<file path="config.mk">
export PLATFORM = sky130hd
export DESIGN_NAME = sram_async_ctrl
export DESIGN_NICKNAME = d
export VERILOG_FILES = /design/src/rtl/sram_ctrl_pkg.sv /design/src/rtl/sram_cycle_timer.sv /design/src/rtl/sram_ctrl_fsm.sv /design/src/rtl/sram_dq_path.sv /design/src/rtl/sram_async_ctrl.sv
export SDC_FILE = /design/constraint.sdc
export NUM_CORES = 1
export LEC_CHECK = 0
export BUFFER_PORTS_ARGS = -buffer_cell sky130_fd_sc_hd__buf_2
export CORE_MARGIN = 3
export CORE_UTILIZATION = 49
export CTS_CLUSTER_DIAMETER = 100
export DETAILED_ROUTE_END_ITERATION = 8
export PLACE_DENSITY = 0.83
export SETUP_SLACK_MARGIN = 0.15
export SLEW_MARGIN = 20
export SYNTH_ARGS = -nofsm -noshare
export SYNTH_HDL_FRONTEND = slang
export SYNTH_HIERARCHICAL = 1
export SYNTH_SLANG_ARGS = --single-unit
</file>
<file path="constraint.sdc">
create_clock -name clk_i -period 3.7 [get_ports clk_i]
set_input_delay 1.11 -clock clk_i [delete_from_list [all_inputs] [get_ports clk_i]]
set_output_delay 1.11 -clock clk_i [all_outputs]
set_load 0.01 [all_outputs]
</file>
<file path="src/rtl/sram_ctrl_pkg.sv">
package sram_ctrl_pkg;

  typedef enum logic [2:0] {
    ST_IDLE = 3'd0,
    ST_TURN = 3'd1,
    ST_WR   = 3'd2,
    ST_WREC = 3'd3,
    ST_RD   = 3'd4
  } ctrl_state_e;

  // ns minimum in ps -> whole cycles, rounded up, at least one
  function automatic int unsigned ps_to_cyc(input int unsigned t_ps, input int unsigned clk_ps);
    int unsigned c;
    c = (t_ps + clk_ps - 1) / clk_ps;
    return (c < 1) ? 1 : c;
  endfunction

  function automatic int unsigned umax(input int unsigned a, input int unsigned b);
    return (a > b) ? a : b;
  endfunction

endpackage

</file>
<file path="src/rtl/sram_cycle_timer.sv">
module sram_cycle_timer #(
  parameter int unsigned CNT_W = 4
) (
  input  logic             clk_i,
  input  logic             rst_ni,
  input  logic             load_i,
  input  logic [CNT_W-1:0] load_val_i,
  output logic             done_o
);

  logic [CNT_W-1:0] cnt_q;

  always_ff @(posedge clk_i or negedge rst_ni) begin
    if (!rst_ni)              cnt_q <= '0;
    else if (load_i)          cnt_q <= load_val_i;
    else if (cnt_q != '0)     cnt_q <= cnt_q - 1'b1;
  end

  assign done_o = (cnt_q == '0);

endmodule

</file>
<file path="src/rtl/sram_ctrl_fsm.sv">
module sram_ctrl_fsm
  import sram_ctrl_pkg::*;
#(
  parameter int unsigned WP_CYC   = 2,
  parameter int unsigned REC_CYC  = 1,
  parameter int unsigned AA_CYC   = 2,
  parameter int unsigned TURN_CYC = 1
) (
  input  logic clk_i,
  input  logic rst_ni,
  input  logic req_valid_i,
  input  logic req_write_i,
  output logic ready_o,
  output logic accept_o,
  output logic capture_o,
  output logic ce_no,
  output logic oe_no,
  output logic we_no,
  output logic dq_oe_o
);

  localparam int unsigned MAX_CYC = umax(umax(WP_CYC, REC_CYC), umax(AA_CYC, TURN_CYC));
  localparam int unsigned CNT_W   = (MAX_CYC < 2) ? 1 : $clog2(MAX_CYC);
  localparam logic [CNT_W-1:0] WP_LD   = CNT_W'(WP_CYC - 1);
  localparam logic [CNT_W-1:0] REC_LD  = CNT_W'(REC_CYC - 1);
  localparam logic [CNT_W-1:0] AA_LD   = CNT_W'(AA_CYC - 1);
  localparam logic [CNT_W-1:0] TURN_LD = CNT_W'(TURN_CYC - 1);

  ctrl_state_e      state_q, state_d;
  logic             dir_q, dir_d;          // direction of current request
  logic             last_dir_q, have_last_q;
  logic             tmr_load, tmr_done;
  logic [CNT_W-1:0] tmr_val;

  sram_cycle_timer #(.CNT_W(CNT_W)) u_timer (
    .clk_i      (clk_i),
    .rst_ni     (rst_ni),
    .load_i     (tmr_load),
    .load_val_i (tmr_val),
    .done_o     (tmr_done)
  );

  assign ready_o  = (state_q == ST_IDLE);
  assign accept_o = ready_o && req_valid_i;

  always_comb begin
    state_d   = state_q;
    dir_d     = dir_q;
    tmr_load  = 1'b0;
    tmr_val   = '0;
    capture_o = 1'b0;
    unique case (state_q)
      ST_IDLE: if (req_valid_i) begin
        dir_d    = req_write_i;
        tmr_load = 1'b1;
        if (have_last_q && (last_dir_q != req_write_i)) begin
          state_d = ST_TURN;
          tmr_val = TURN_LD;
        end else if (req_write_i) begin
          state_d = ST_WR;
          tmr_val = WP_LD;
        end else begin
          state_d = ST_RD;
          tmr_val = AA_LD;
        end
      end
      ST_TURN: if (tmr_done) begin
        tmr_load = 1'b1;
        state_d  = dir_q ? ST_WR : ST_RD;
        tmr_val  = dir_q ? WP_LD : AA_LD;
      end
      ST_WR: if (tmr_done) begin
        tmr_load = 1'b1;
        tmr_val  = REC_LD;
        state_d  = ST_WREC;
      end
      ST_WREC: if (tmr_done) state_d = ST_IDLE;
      ST_RD: if (tmr_done) begin
        capture_o = 1'b1;
        state_d   = ST_IDLE;
      end
      default: state_d = ST_IDLE;
    endcase
  end

  always_ff @(posedge clk_i or negedge rst_ni) begin
    if (!rst_ni) begin
      state_q     <= ST_IDLE;
      dir_q       <= 1'b0;
      last_dir_q  <= 1'b0;
      have_last_q <= 1'b0;
    end else begin
      state_q <= state_d;
      dir_q   <= dir_d;
      if (accept_o) begin
        last_dir_q  <= req_write_i;
        have_last_q <= 1'b1;
      end
    end
  end

  assign ce_no   = !((state_q == ST_WR) || (state_q == ST_RD));
  assign we_no   = (state_q != ST_WR);
  assign oe_no   = (state_q != ST_RD);
  assign dq_oe_o = (state_q == ST_WR) || (state_q == ST_WREC);

  p_strobe_enc_r2: assert property (@(posedge clk_i) disable iff (!rst_ni)
    !(!we_no && (ce_no || !oe_no)));

  p_no_fight_r6: assert property (@(posedge clk_i) disable iff (!rst_ni)
    !oe_no |-> !dq_oe_o);

  p_gap_after_drive_r7: assert property (@(posedge clk_i) disable iff (!rst_ni)
    !oe_no |-> !$past(dq_oe_o));

  p_gap_after_read_r7: assert property (@(posedge clk_i) disable iff (!rst_ni)
    dq_oe_o |-> $past(oe_no));

  p_ready_quiet_r8: assert property (@(posedge clk_i) disable iff (!rst_ni)
    ready_o |-> (ce_no && we_no && oe_no && !dq_oe_o));

  p_hold_after_we_r4: assert property (@(posedge clk_i) disable iff (!rst_ni)
    $rose(we_no) |-> dq_oe_o);

endmodule

</file>
<file path="src/rtl/sram_dq_path.sv">
module sram_dq_path #(
  parameter int unsigned ADDR_W = 15,
  parameter int unsigned DATA_W = 8
) (
  input  logic              clk_i,
  input  logic              rst_ni,
  input  logic              accept_i,
  input  logic              capture_i,
  input  logic              ce_ni,
  input  logic [ADDR_W-1:0] req_addr_i,
  input  logic [DATA_W-1:0] req_wdata_i,
  input  logic [DATA_W-1:0] mem_dq_i,
  output logic [ADDR_W-1:0] mem_addr_o,
  output logic [DATA_W-1:0] mem_dq_o,
  output logic              rsp_valid_o,
  output logic [DATA_W-1:0] rsp_rdata_o
);

  always_ff @(posedge clk_i or negedge rst_ni) begin
    if (!rst_ni) begin
      mem_addr_o  <= '0;
      mem_dq_o    <= '0;
      rsp_valid_o <= 1'b0;
      rsp_rdata_o <= '0;
    end else begin
      if (accept_i) begin
        mem_addr_o <= req_addr_i;
        mem_dq_o   <= req_wdata_i;
      end
      if (capture_i) rsp_rdata_o <= mem_dq_i;
      rsp_valid_o <= capture_i;
    end
  end

  p_addr_hold_r9: assert property (@(posedge clk_i) disable iff (!rst_ni)
    (!ce_ni && $past(!ce_ni)) |-> $stable(mem_addr_o));

  p_done_pulse_r5: assert property (@(posedge clk_i) disable iff (!rst_ni)
    rsp_valid_o |=> !rsp_valid_o);

endmodule

</file>
<file path="src/rtl/sram_async_ctrl.sv">
module sram_async_ctrl
  import sram_ctrl_pkg::*;
#(
  parameter int unsigned ADDR_W        = 15,
  parameter int unsigned DATA_W        = 8,
  parameter int unsigned CLK_PERIOD_PS = 8000,
  parameter int unsigned T_WC_PS       = 12000,
  parameter int unsigned T_WP_PS       = 10000,
  parameter int unsigned T_CW_PS       = 10000,
  parameter int unsigned T_DW_PS       = 7000,
  parameter int unsigned T_AA_PS       = 12000,
  parameter int unsigned T_OE_PS       = 6000,
  parameter int unsigned T_FLOAT_PS    = 6000
) (
  input  logic              clk_i,
  input  logic              rst_ni,
  input  logic              req_valid_i,
  output logic              req_ready_o,
  input  logic              req_write_i,
  input  logic [ADDR_W-1:0] req_addr_i,
  input  logic [DATA_W-1:0] req_wdata_i,
  output logic              rsp_valid_o,
  output logic [DATA_W-1:0] rsp_rdata_o,
  output logic [ADDR_W-1:0] mem_addr_o,
  output logic              mem_ce_no,
  output logic              mem_oe_no,
  output logic              mem_we_no,
  output logic [DATA_W-1:0] mem_dq_o,
  input  logic [DATA_W-1:0] mem_dq_i,
  output logic              mem_dq_oe_o
);

  localparam int unsigned WC_CYC   = ps_to_cyc(T_WC_PS, CLK_PERIOD_PS);
  localparam int unsigned WP_CYC   = umax(ps_to_cyc(T_WP_PS, CLK_PERIOD_PS),
                                          umax(ps_to_cyc(T_CW_PS, CLK_PERIOD_PS),
                                               ps_to_cyc(T_DW_PS, CLK_PERIOD_PS)));
  localparam int unsigned REC_CYC  = (WC_CYC > WP_CYC + 1) ? (WC_CYC - WP_CYC) : 1;
  localparam int unsigned AA_CYC   = umax(ps_to_cyc(T_AA_PS, CLK_PERIOD_PS),
                                          ps_to_cyc(T_OE_PS, CLK_PERIOD_PS));
  localparam int unsigned TURN_CYC = ps_to_cyc(T_FLOAT_PS, CLK_PERIOD_PS);

  logic accept, capture;

  sram_ctrl_fsm #(
    .WP_CYC   (WP_CYC),
    .REC_CYC  (REC_CYC),
    .AA_CYC   (AA_CYC),
    .TURN_CYC (TURN_CYC)
  ) u_fsm (
    .clk_i       (clk_i),
    .rst_ni      (rst_ni),
    .req_valid_i (req_valid_i),
    .req_write_i (req_write_i),
    .ready_o     (req_ready_o),
    .accept_o    (accept),
    .capture_o   (capture),
    .ce_no       (mem_ce_no),
    .oe_no       (mem_oe_no),
    .we_no       (mem_we_no),
    .dq_oe_o     (mem_dq_oe_o)
  );

  sram_dq_path #(
    .ADDR_W (ADDR_W),
    .DATA_W (DATA_W)
  ) u_dq (
    .clk_i       (clk_i),
    .rst_ni      (rst_ni),
    .accept_i    (accept),
    .capture_i   (capture),
    .ce_ni       (mem_ce_no),
    .req_addr_i  (req_addr_i),
    .req_wdata_i (req_wdata_i),
    .mem_dq_i    (mem_dq_i),
    .mem_addr_o  (mem_addr_o),
    .mem_dq_o    (mem_dq_o),
    .rsp_valid_o (rsp_valid_o),
    .rsp_rdata_o (rsp_rdata_o)
  );

  p_read_only_done_r10: assert property (@(posedge clk_i) disable iff (!rst_ni)
    rsp_valid_o |-> $past(!mem_oe_no));

endmodule

</file>
=== Word-level counts from Yosys, hierarchy flattened ===
Index checks and enable logic that the tools add are counted.

* Memory bits (read-only): 0
* Memories kept: 0
* Memory bits (writable): 0
* Output and inout port bits: 37
* Latch bits: 0
* Word-level logic and storage cells: 48
* Bits of input ports: 35
* Register bits after elaboration: 39

* Add/subtract/negate cells: 1
* Bitwise logic cells: 0
* Multipliers: 0
* Multiplexer cells: 17
* Div/mod/pow operators: 0
* Order comparisons: 0
* Shift-type cells: 0
* Reductions and logical operators: 10
* Equality and inequality tests: 11

{| class="wikitable"
|+ Operators with widths
! kind !! count
|-
| two-way mux 3 bit || 7
|-
| case mux 3 bit (4 select lines) || 1
|-
| inequality test 2 bit (second input constant) || 4
|-
| two-way mux 1 bit || 7
|-
| == test 3 x 2 -> 1 bit (second input constant) || 2
|-
| case mux 1 bit (2 select lines) || 2
|-
| AND reduction 4 bit || 1
|-
| OR reduction 2 bit || 2
|-
| == test 3 x 1 -> 1 bit (second input constant) || 1
|-
| == test 3 bit (second input constant) || 1
|-
| zero test 3 bit || 1
|-
| inequality test 3 x 2 -> 1 bit (second input constant) || 1
|-
| inequality test 3 bit (second input constant) || 1
|-
| logical AND 1 bit || 2
|-
| logical OR 1 bit || 2
|-
| AND reduction 2 bit || 1
|-
| zero test 1 bit || 1
|-
| inequality test 1 bit || 1
|-
| subtractor 1 bit (second input constant) || 1
|}

=== Longest topological paths before layout ===
Gate-level depths: netlist of run 1.

* Depth in word-level cells: 6
* Gate-level depth with buffers: 5
* Mapped depth without buffers: 5

=== Hierarchy ===
Netlist of run 1, hierarchy kept.

{| class="wikitable"
|+ Modules (own cells, without submodules)
! module !! area each (um^2) !! sequential area each (um^2) !! cells an instance !! instances
|-
| sram_dq_path || 1177.4 || 800.8 || 66 || 1
|-
| sram_ctrl_fsm || 379.1 || 125.1 || 43 || 1
|-
| sram_cycle_timer || 35.0 || 25.0 || 3 || 1
|}

=== Worst setup path before layout of run 1 ===
No wires, ideal clock.

* Path kind: input to register
* Start: input req_valid_i
* End: register u_dq.mem_addr_o[0]
* Setup time: 0.125 ns
* Data arrival time: 2.038 ns
* Data required time: 3.575 ns
* Path buffers: 1
* Slack: 1.538 ns
* Stages: 4
* Cells stage by stage: nand2b_1 -> nor3_2 -> buf_6 -> mux2_2

* Longest elaborated chain between the ends: 1

{| class="wikitable"
|+ RTL lines
! element !! RTL line !! RTL
|-
| start, declared || sram_async_ctrl.sv:17 || <nowiki>input logic req_valid_i,</nowiki>
|-
| logical AND 1 bit || sram_ctrl_fsm.sv:44 || <nowiki>assign accept_o = ready_o && req_valid_i;</nowiki>
|-
| via accept || sram_async_ctrl.sv:42 || <nowiki>logic accept, capture;</nowiki>
|-
| end signal, assigned || sram_dq_path.sv:27 || <nowiki>mem_addr_o <= req_addr_i;</nowiki>
|-
| end, declared || sram_dq_path.sv:13 || <nowiki>output logic [ADDR_W-1:0] mem_addr_o,</nowiki>
|}

The timed path passes the listed nets, and every way through them passes these cells.
A chain may end at the register's enable or synchronous reset.

=== Final worst setup path of run 1 ===
* Start: register u_fsm.state_q[1]
* End: output mem_oe_no

* Longest elaborated chain between the ends: 1

{| class="wikitable"
|+ RTL lines
! element !! RTL line !! RTL
|-
| start, declared || sram_ctrl_fsm.sv:29 || <nowiki>ctrl_state_e state_q, state_d;</nowiki>
|-
| start signal, assigned || sram_ctrl_fsm.sv:93 || <nowiki>state_q <= state_d;</nowiki>
|-
| inequality test 3 bit || sram_ctrl_fsm.sv:104 || <nowiki>assign oe_no = (state_q != ST_RD);</nowiki>
|-
| end, declared || sram_async_ctrl.sv:26 || <nowiki>output logic mem_oe_no,</nowiki>
|}

No other way between the ends.

==> results of run 1 <==
-- placed cells by master, fill, tap and decap left out --
cell type  synthesis  layout
a211oi_1           1       1
a21o_1             3       3
a21oi_1            3       3
a221oi_1           1       1
and2_1             1       1
buf_2              4      71
buf_4              0       1
clkbuf_4           0       5
clkbuf_8           0       3
dfrtp_1           38      38
inv_1              3       3
mux2_1             1       1
mux2_2            32      32
mux2i_1            1       1
nand2_1            1       1
nand2b_1           7       7
nand3b_1           1       1
nand4b_1           2       2
nor2_1             2       2
nor2b_1            1       1
nor3_1             1       1
nor3_4             0       1
o21ai_0            1       1
o32ai_1            1       1
or2_2              2       2
or3b_1             1       1
xor2_1             1       1
-- where the power goes --
group          leakage [nW]  internal (W)  switching [W]  total (W)
Combinational         0.508      0.000424       0.000355   0.000780
Sequential            0.452      0.000616       0.000142   0.000758
Clock                0.0446      0.000130       0.000126   0.000256
-- sequential cells by signal, indices dropped and copies added (netlist names) --
name and count:
u_fsm/state_q 3, u_dq/rsp_valid_o 1, u_dq/rsp_rdata_o 8, u_fsm/have_last_q 1
u_dq/mem_dq_o 8, u_dq/mem_addr_o 15, u_fsm/u_timer/cnt_q 1, u_fsm/dir_q 1
-- cells by family (layout without fill, tap and decap cells) --
| group | count (synthesis) | after routing | share of synthesized area, % |
|---|---|---|---|
| DFF | 38 | 38 | 59.7 |
| muxes | 34 | 34 | 24.0 |
| and+or+nand+nor | 20 | 20 | 8.10 |
| AOI/OAI and AO/OA | 10 | 10 | 4.24 |
| buffers and inverters | 9 | 83 | 3.38 |
| xor gates and xnor gates | 1 | 1 | 0.550 |
-- synth_stat cells, types with 2 or more instances --
| cell | instances | share of area [%] |
|---|---|---|
| buf_2 | 4 | 1.3 |
| a21oi_1 | 3 | 0.94 |
| nor2_1 | 2 | 0.47 |
| or2_2 | 2 | 0.79 |
| mux2_2 | 32 | 23 |
| dfrtp_1 | 38 | 60 |
| buf_6 | 2 | 1.4 |
| nand4b_1 | 2 | 1.1 |
| nand2b_1 | 7 | 2.8 |
| inv_1 | 3 | 0.71 |
| a21o_1 | 3 | 1.4 |
-- layout make-up --
class | instances | area, um2 | share of cell area, %
inverter | 3 | 11.3 | 0.549
multi-input combinational | 65 | 593 | 28.9
tap | 44 | 55.1 | 2.68
clock buffer | 8 | 78.8 | 3.84
timing repair buffer | 72 | 363 | 17.7
sequential | 38 | 951 | 46.3
-- final timing paths --
kind,slack [ns],startpoint,cells after the start,endpoint
worst max-delay path,1.13,u_fsm/state_q[1],2,mem_oe_no
max in group asynchronous,2.34,rst_ni,1,u_dq/rsp_rdata_o[7]
worst min register to register,0.51,u_dq/rsp_rdata_o[5],1,u_dq/rsp_rdata_o[5]
worst min-delay path,0.51,u_dq/rsp_rdata_o[5],1,u_dq/rsp_rdata_o[5]
min in group asynchronous,0.85,rst_ni,1,u_dq/mem_dq_o[2]
worst max register to register,1.68,u_fsm/state_q[1],3,u_dq/rsp_rdata_o[7]
-- stage by stage --
stage          utilization [%]  setup WS (ns)  area (um2)  hold slack, ns
3_3_place_gp              64.1           1.48        1970           0.485
5_1_grt                   66.7           1.03        2050           0.529
6_report                  66.7           1.13        2050           0.511
4_1_cts                   66.7           1.11        2050           0.516
2_1_floorplan                -           1.54        1590           0.505
3_5_place_dp              64.1           1.40        1970           0.491
-- layer usage --
layer | vias to the layer above | wire length [um] | global-route usage, %
met5 | - | 0 | 0
met4 | 0 | 57 | 6.34
met3 | 7 | 218 | 6.83
met2 | 41 | 1740 | 31.6
met1 | 553 | 1200 | 18.7
li1 | 538 | - | -
==> metrics.md, run 1 <==
| Metric | Value |
|---|---|
| Outcome | `completed` |
| Post-DP HPWL | `2500 um` |
| WP buf/inv | `1` |
| RSZ-0062 raised after global routing | `false` |
| Synth unique cells | `25` |
| Asr flop ratio synth | `100%` |
| CTS Hold Bufs | `0` |
| Initial core utilization | `51.7%` |
| CTS buffer count | `5` |
| Final Skew | `0.00610 ns` |
| Die height | `63.0 um` |
| Avg Vias per Cell | `4.95` |
| Vias in the first global route | `1,197` |
| Mapped Nets | `147` |
| Post-route ant nets | `0` |
| Startpoint types | `flop` |
| PwrDens | `874 nW/um2` |
| Sink Count | `38` |
| GRT Overall Usage | `17.7%` |
| Max Clock Freq | `0.389 GHz` |
| Worst path top cell family by delay | `flip-flops` |
| WL final | `3220 um` |
| Antenna diodes | `0` |
| Clock buffer depth | `2` |
| Period utilisation layout | `69.5%` |
| Placed Cells | `222` |
| P&R area growth vs syn | `28.9%` |
| Register area share after synthesis | `59.7%` |
| Initial antenna violation count | `0` |
| Largest net degree at the start of global routing | `39` |
| TritonCTS clock tree | `yes` |
| Slew Limit Headroom | `46.2%` |
| Post-CTS sizing | `0` |
| Total gr overflow | `0` |
| GPL Wtd Cong | `0.857` |
| Peak supply drop | `529 uV` |
| Horiz. Die Dim | `63.0 um` |
| Root Driver | `clkbuf_4` |
| Max_cap viols | `0` |
| Clock latency on the worst-skew pair | `0.34 ns` |
| Slowest stage delay, CP | `0.53 ns` |
| Fillers | `254` |
| Flop and latch count out of synthesis | `38` |
| Via count | `1,139` |
| Crit path max fanout | `12` |
| WL per Instance | `14.0 um` |
| Lkg Pwr | `1.00 nW` |
| Final min period | `2.57 ns` |
| Worst path slowest cell | `dfrtp_1` |
| Final setup fails | `0` |
| Worst setup EP type | `primary output` |
| Setup TNS | `0 ns` |
| EDFF count, synth | `0` |
| Share of layout cells above drive strength 1 | `61.8%` |
| Initial DRC Count | `51` |
| WS Path Type | `flop to primary output` |
| YS warnings | `6` |
| Worst-path clk slew | `0.10 ns` |
| Syn Std Cell Area | `1590 um2` |
| Worst Path Arrival | `1.46 ns` |
| Wire length of the first global-routing pass | `5470 um` |
| Tot Pwr | `0.00179 W` |
| Layout net count | `220` |
| Critical Path RT | `2.59 ns` |
| H-tree Lvls | `2` |
| Main synth FF type | `dfrtp_1` |
| Rows | `20` |
| Worst min path class | `flop to flop` |
| Final Hold Violating Endpoints | `0` |
| Slew @ Worst Pin | `0.808 ns` |
| Setup bufs post-CTS | `0` |
| Port Buffers | `71` |
| Worst path cell trace | `or3b_1 -> buf_2` |
| Final Slew Violations | `0` |
| Ports | `72` |
| Final non-filler cell total | `230` |
| Core Box Area | `3080 um2` |
| Mapped Cells | `112` |
| Avg Synthesized Cell Area | `14.2 um2` |
| DRC | `0` |
| Drt first pass iters | `4` |
| Die Area | `3970 um2` |
(Power assumes the default switching activity.)
==> run 2: changes to the inputs <==
CORE_UTILIZATION = 41   (was 49)
PLACE_DENSITY = 0.74   (was 0.83)
clock period = 2.3 ns   (was 3.7 ns; I/O delays follow)
==> run 2 against run 1 <==
  * Clock power up 96%
  * Non-clock buffer count is 1 higher
  * Final cell count grew 2.2%
  * Sequential share of layout area is 0.87 points lower
  * Die area rose by 18%
  * Critical path depth unchanged
  * Power grew 66%
  * Combinational power rose by 60%
  * Clock skew fell by 0.0029 ns
  * Setup slack worse by 0.86 ns
  * Largest cell class unchanged
==> metrics.md, run 2 (synthesized netlist as in run 1, its figures left out) <==
| Metric | Value |
|---|---|
| Outcome | `completed` |
| Worst min path class | `input port to asynchronous set/reset pin` |
| Vias in the first global route | `1,119` |
| Largest net degree at the start of global routing | `39` |
| GPL Wtd Cong | `0.777` |
| Post-DP HPWL | `2280 um` |
| Antenna diodes | `0` |
| CTS Hold Bufs | `0` |
| Most common cell after layout, fill and taps aside | `buf_2` |
| Critical Path RT | `1.61 ns` |
| Startpoint types | `flop` |
| Final Slew Violations | `0` |
| Avg Vias per Cell | `4.76` |
| Max Clock Freq | `0.492 GHz` |
| Fillers | `318` |
| Initial core utilization | `43.1%` |
| Drt first pass iters | `4` |
| Multi-input logic area | `593 um2` |
| Core Box Area | `3690 um2` |
| Final Skew | `0.00320 ns` |
| Crit path max fanout | `12` |
| Top Registers | `u_dq/mem_addr_o: 15 flops, u_dq/mem_dq_o: 8 flops, u_dq/rsp_rdata_o: 8 flops` |
| Die height | `68.3 um` |
| Rows | `22` |
| Share of layout cells above drive strength 1 | `63.6%` |
| Worst setup EP type | `primary output` |
| WL per Instance | `12.9 um` |
| Clock latency on the worst-skew pair | `0.27 ns` |
| Via count | `1,118` |
| Post-route ant nets | `0` |
| TritonCTS clock tree | `yes` |
| PwrDens | `1420 nW/um2` |
| Worst-path clk slew | `0.07 ns` |
| DRC | `0` |
| Final setup fails | `0` |
| Layout net count | `221` |
| Initial DRC Count | `58` |
| FF/Latch Area | `955 um2` |
| Top reg by flops | `u_dq/mem_addr_o` |
| Most frequent cells in the layout | `buf_2 (71), dfrtp_1 (35), mux2_2 (32), clkbuf_8 (8), nand2b_1 (7)` |
| Die Area | `4670 um2` |
| Initial antenna violation count | `0` |
| Horiz. Die Dim | `68.3 um` |
| RSZ-0062 raised after global routing | `false` |
| Sink Count | `38` |
| GRT Overall Usage | `14.0%` |
| Lkg Pwr | `1.02 nW` |
| Worst Path Arrival | `1.34 ns` |
| H-tree Lvls | `2` |
| Period utilisation layout | `88.4%` |
| Final Hold Violating Endpoints | `0` |
| WS Path Type | `flop to primary output` |
| CTS buffer count | `5` |
| Setup TNS | `0 ns` |
| Setup bufs post-CTS | `0` |
| Final min period | `2.03 ns` |
| Slew @ Worst Pin | `0.794 ns` |
| Final core utilization | `56.9%` |
| Total gr overflow | `0` |
| Slew Limit Headroom | `47.1%` |
| Peak supply drop | `655 uV` |
| Wire length of the first global-routing pass | `4850 um` |
| Ports | `72` |
| Root Driver | `clkbuf_8` |
| Largest register FFs | `15` |
| Max_cap viols | `0` |
| WL final | `3030 um` |
| Clock buffer depth | `2` |
| Port Buffers | `71` |
| P&R area growth vs syn | `31.9%` |
==> run 2: cell count changes in the layout (fill, tap and decap cells not counted) <==
cell      delta
dfrtp_1      -3
clkbuf_8     +5
buf_4        +1
clkbuf_4     -5
dfrtp_2      +3
==> run 2: area by class of cell <==
type	instances	share of cell area, %
tap	48	2.86
clock buffer	8	5.24
multi-input combinational	65	28.2
inverter	3	0.536
sequential	38	45.5
timing repair buffer	73	17.6
==> run 2: worst max-delay path, stage by stage, from the launching register on <==
cell and delay (ns):
dfrtp_2 0.49, or3b_1 0.43, buf_2 0.16
==> run 2: path summary, 6_finish.rpt <==
check                                       from                  end  cells past startpoint  slack [ns]
min in group clk_i              u_dq/mem_dq_o[2]     u_dq/mem_dq_o[2]                      1        0.50
max in group asynchronous                 rst_ni     u_fsm/state_q[2]                      1        1.25
worst min-delay path                      rst_ni  u_fsm/u_timer/cnt_q                      1        0.50
worst max-delay path            u_fsm/state_q[1]            mem_oe_no                      2        0.27
worst min register to register  u_dq/mem_dq_o[2]     u_dq/mem_dq_o[2]                      1        0.50
worst max register to register  u_fsm/state_q[0]   u_dq/mem_addr_o[7]                      4        0.64
==> run 2: power breakdown <==
group | internal [W] | switching (W) | leakage, nW
sequential | 0.00100 | 0.000225 | 0.448
combinational | 0.000689 | 0.000565 | 0.513
clock | 0.000302 | 0.000200 | 0.0575
==> run 2: through the flow <==
step / area (um2) / setup WS, ns / std cells / total power (W) / hold slack [ns]
2_1_floorplan: 1590 / 0.558 / 112 / 0.00203 / 0.394
3_3_place_gp: 1990 / 0.496 / 227 / 0.00244 / 0.487
3_5_place_dp: 1990 / 0.448 / 227 / 0.00250 / 0.491
4_1_cts: 2100 / 0.190 / 235 / 0.00302 / 0.507
5_1_grt: 2100 / 0.198 / 235 / 0.00321 / 0.525
6_report: 2100 / 0.267 / 235 / 0.00298 / 0.499
==> run 2: per-layer routing <==
metal	global-route usage [%]	routed length (um)	vias up
met4	3.72	17	0
met2	23.9	1510	45
li1	-	-	539
met1	16.8	1230	532
met5	0	0	-
met3	4.60	264	2
==> run 2: timing repair <==
action                     4_1_cts  5_1_grt
setup endpoints to repair        0        1
resized for setup                0        3
hold endpoints to repair         0        0
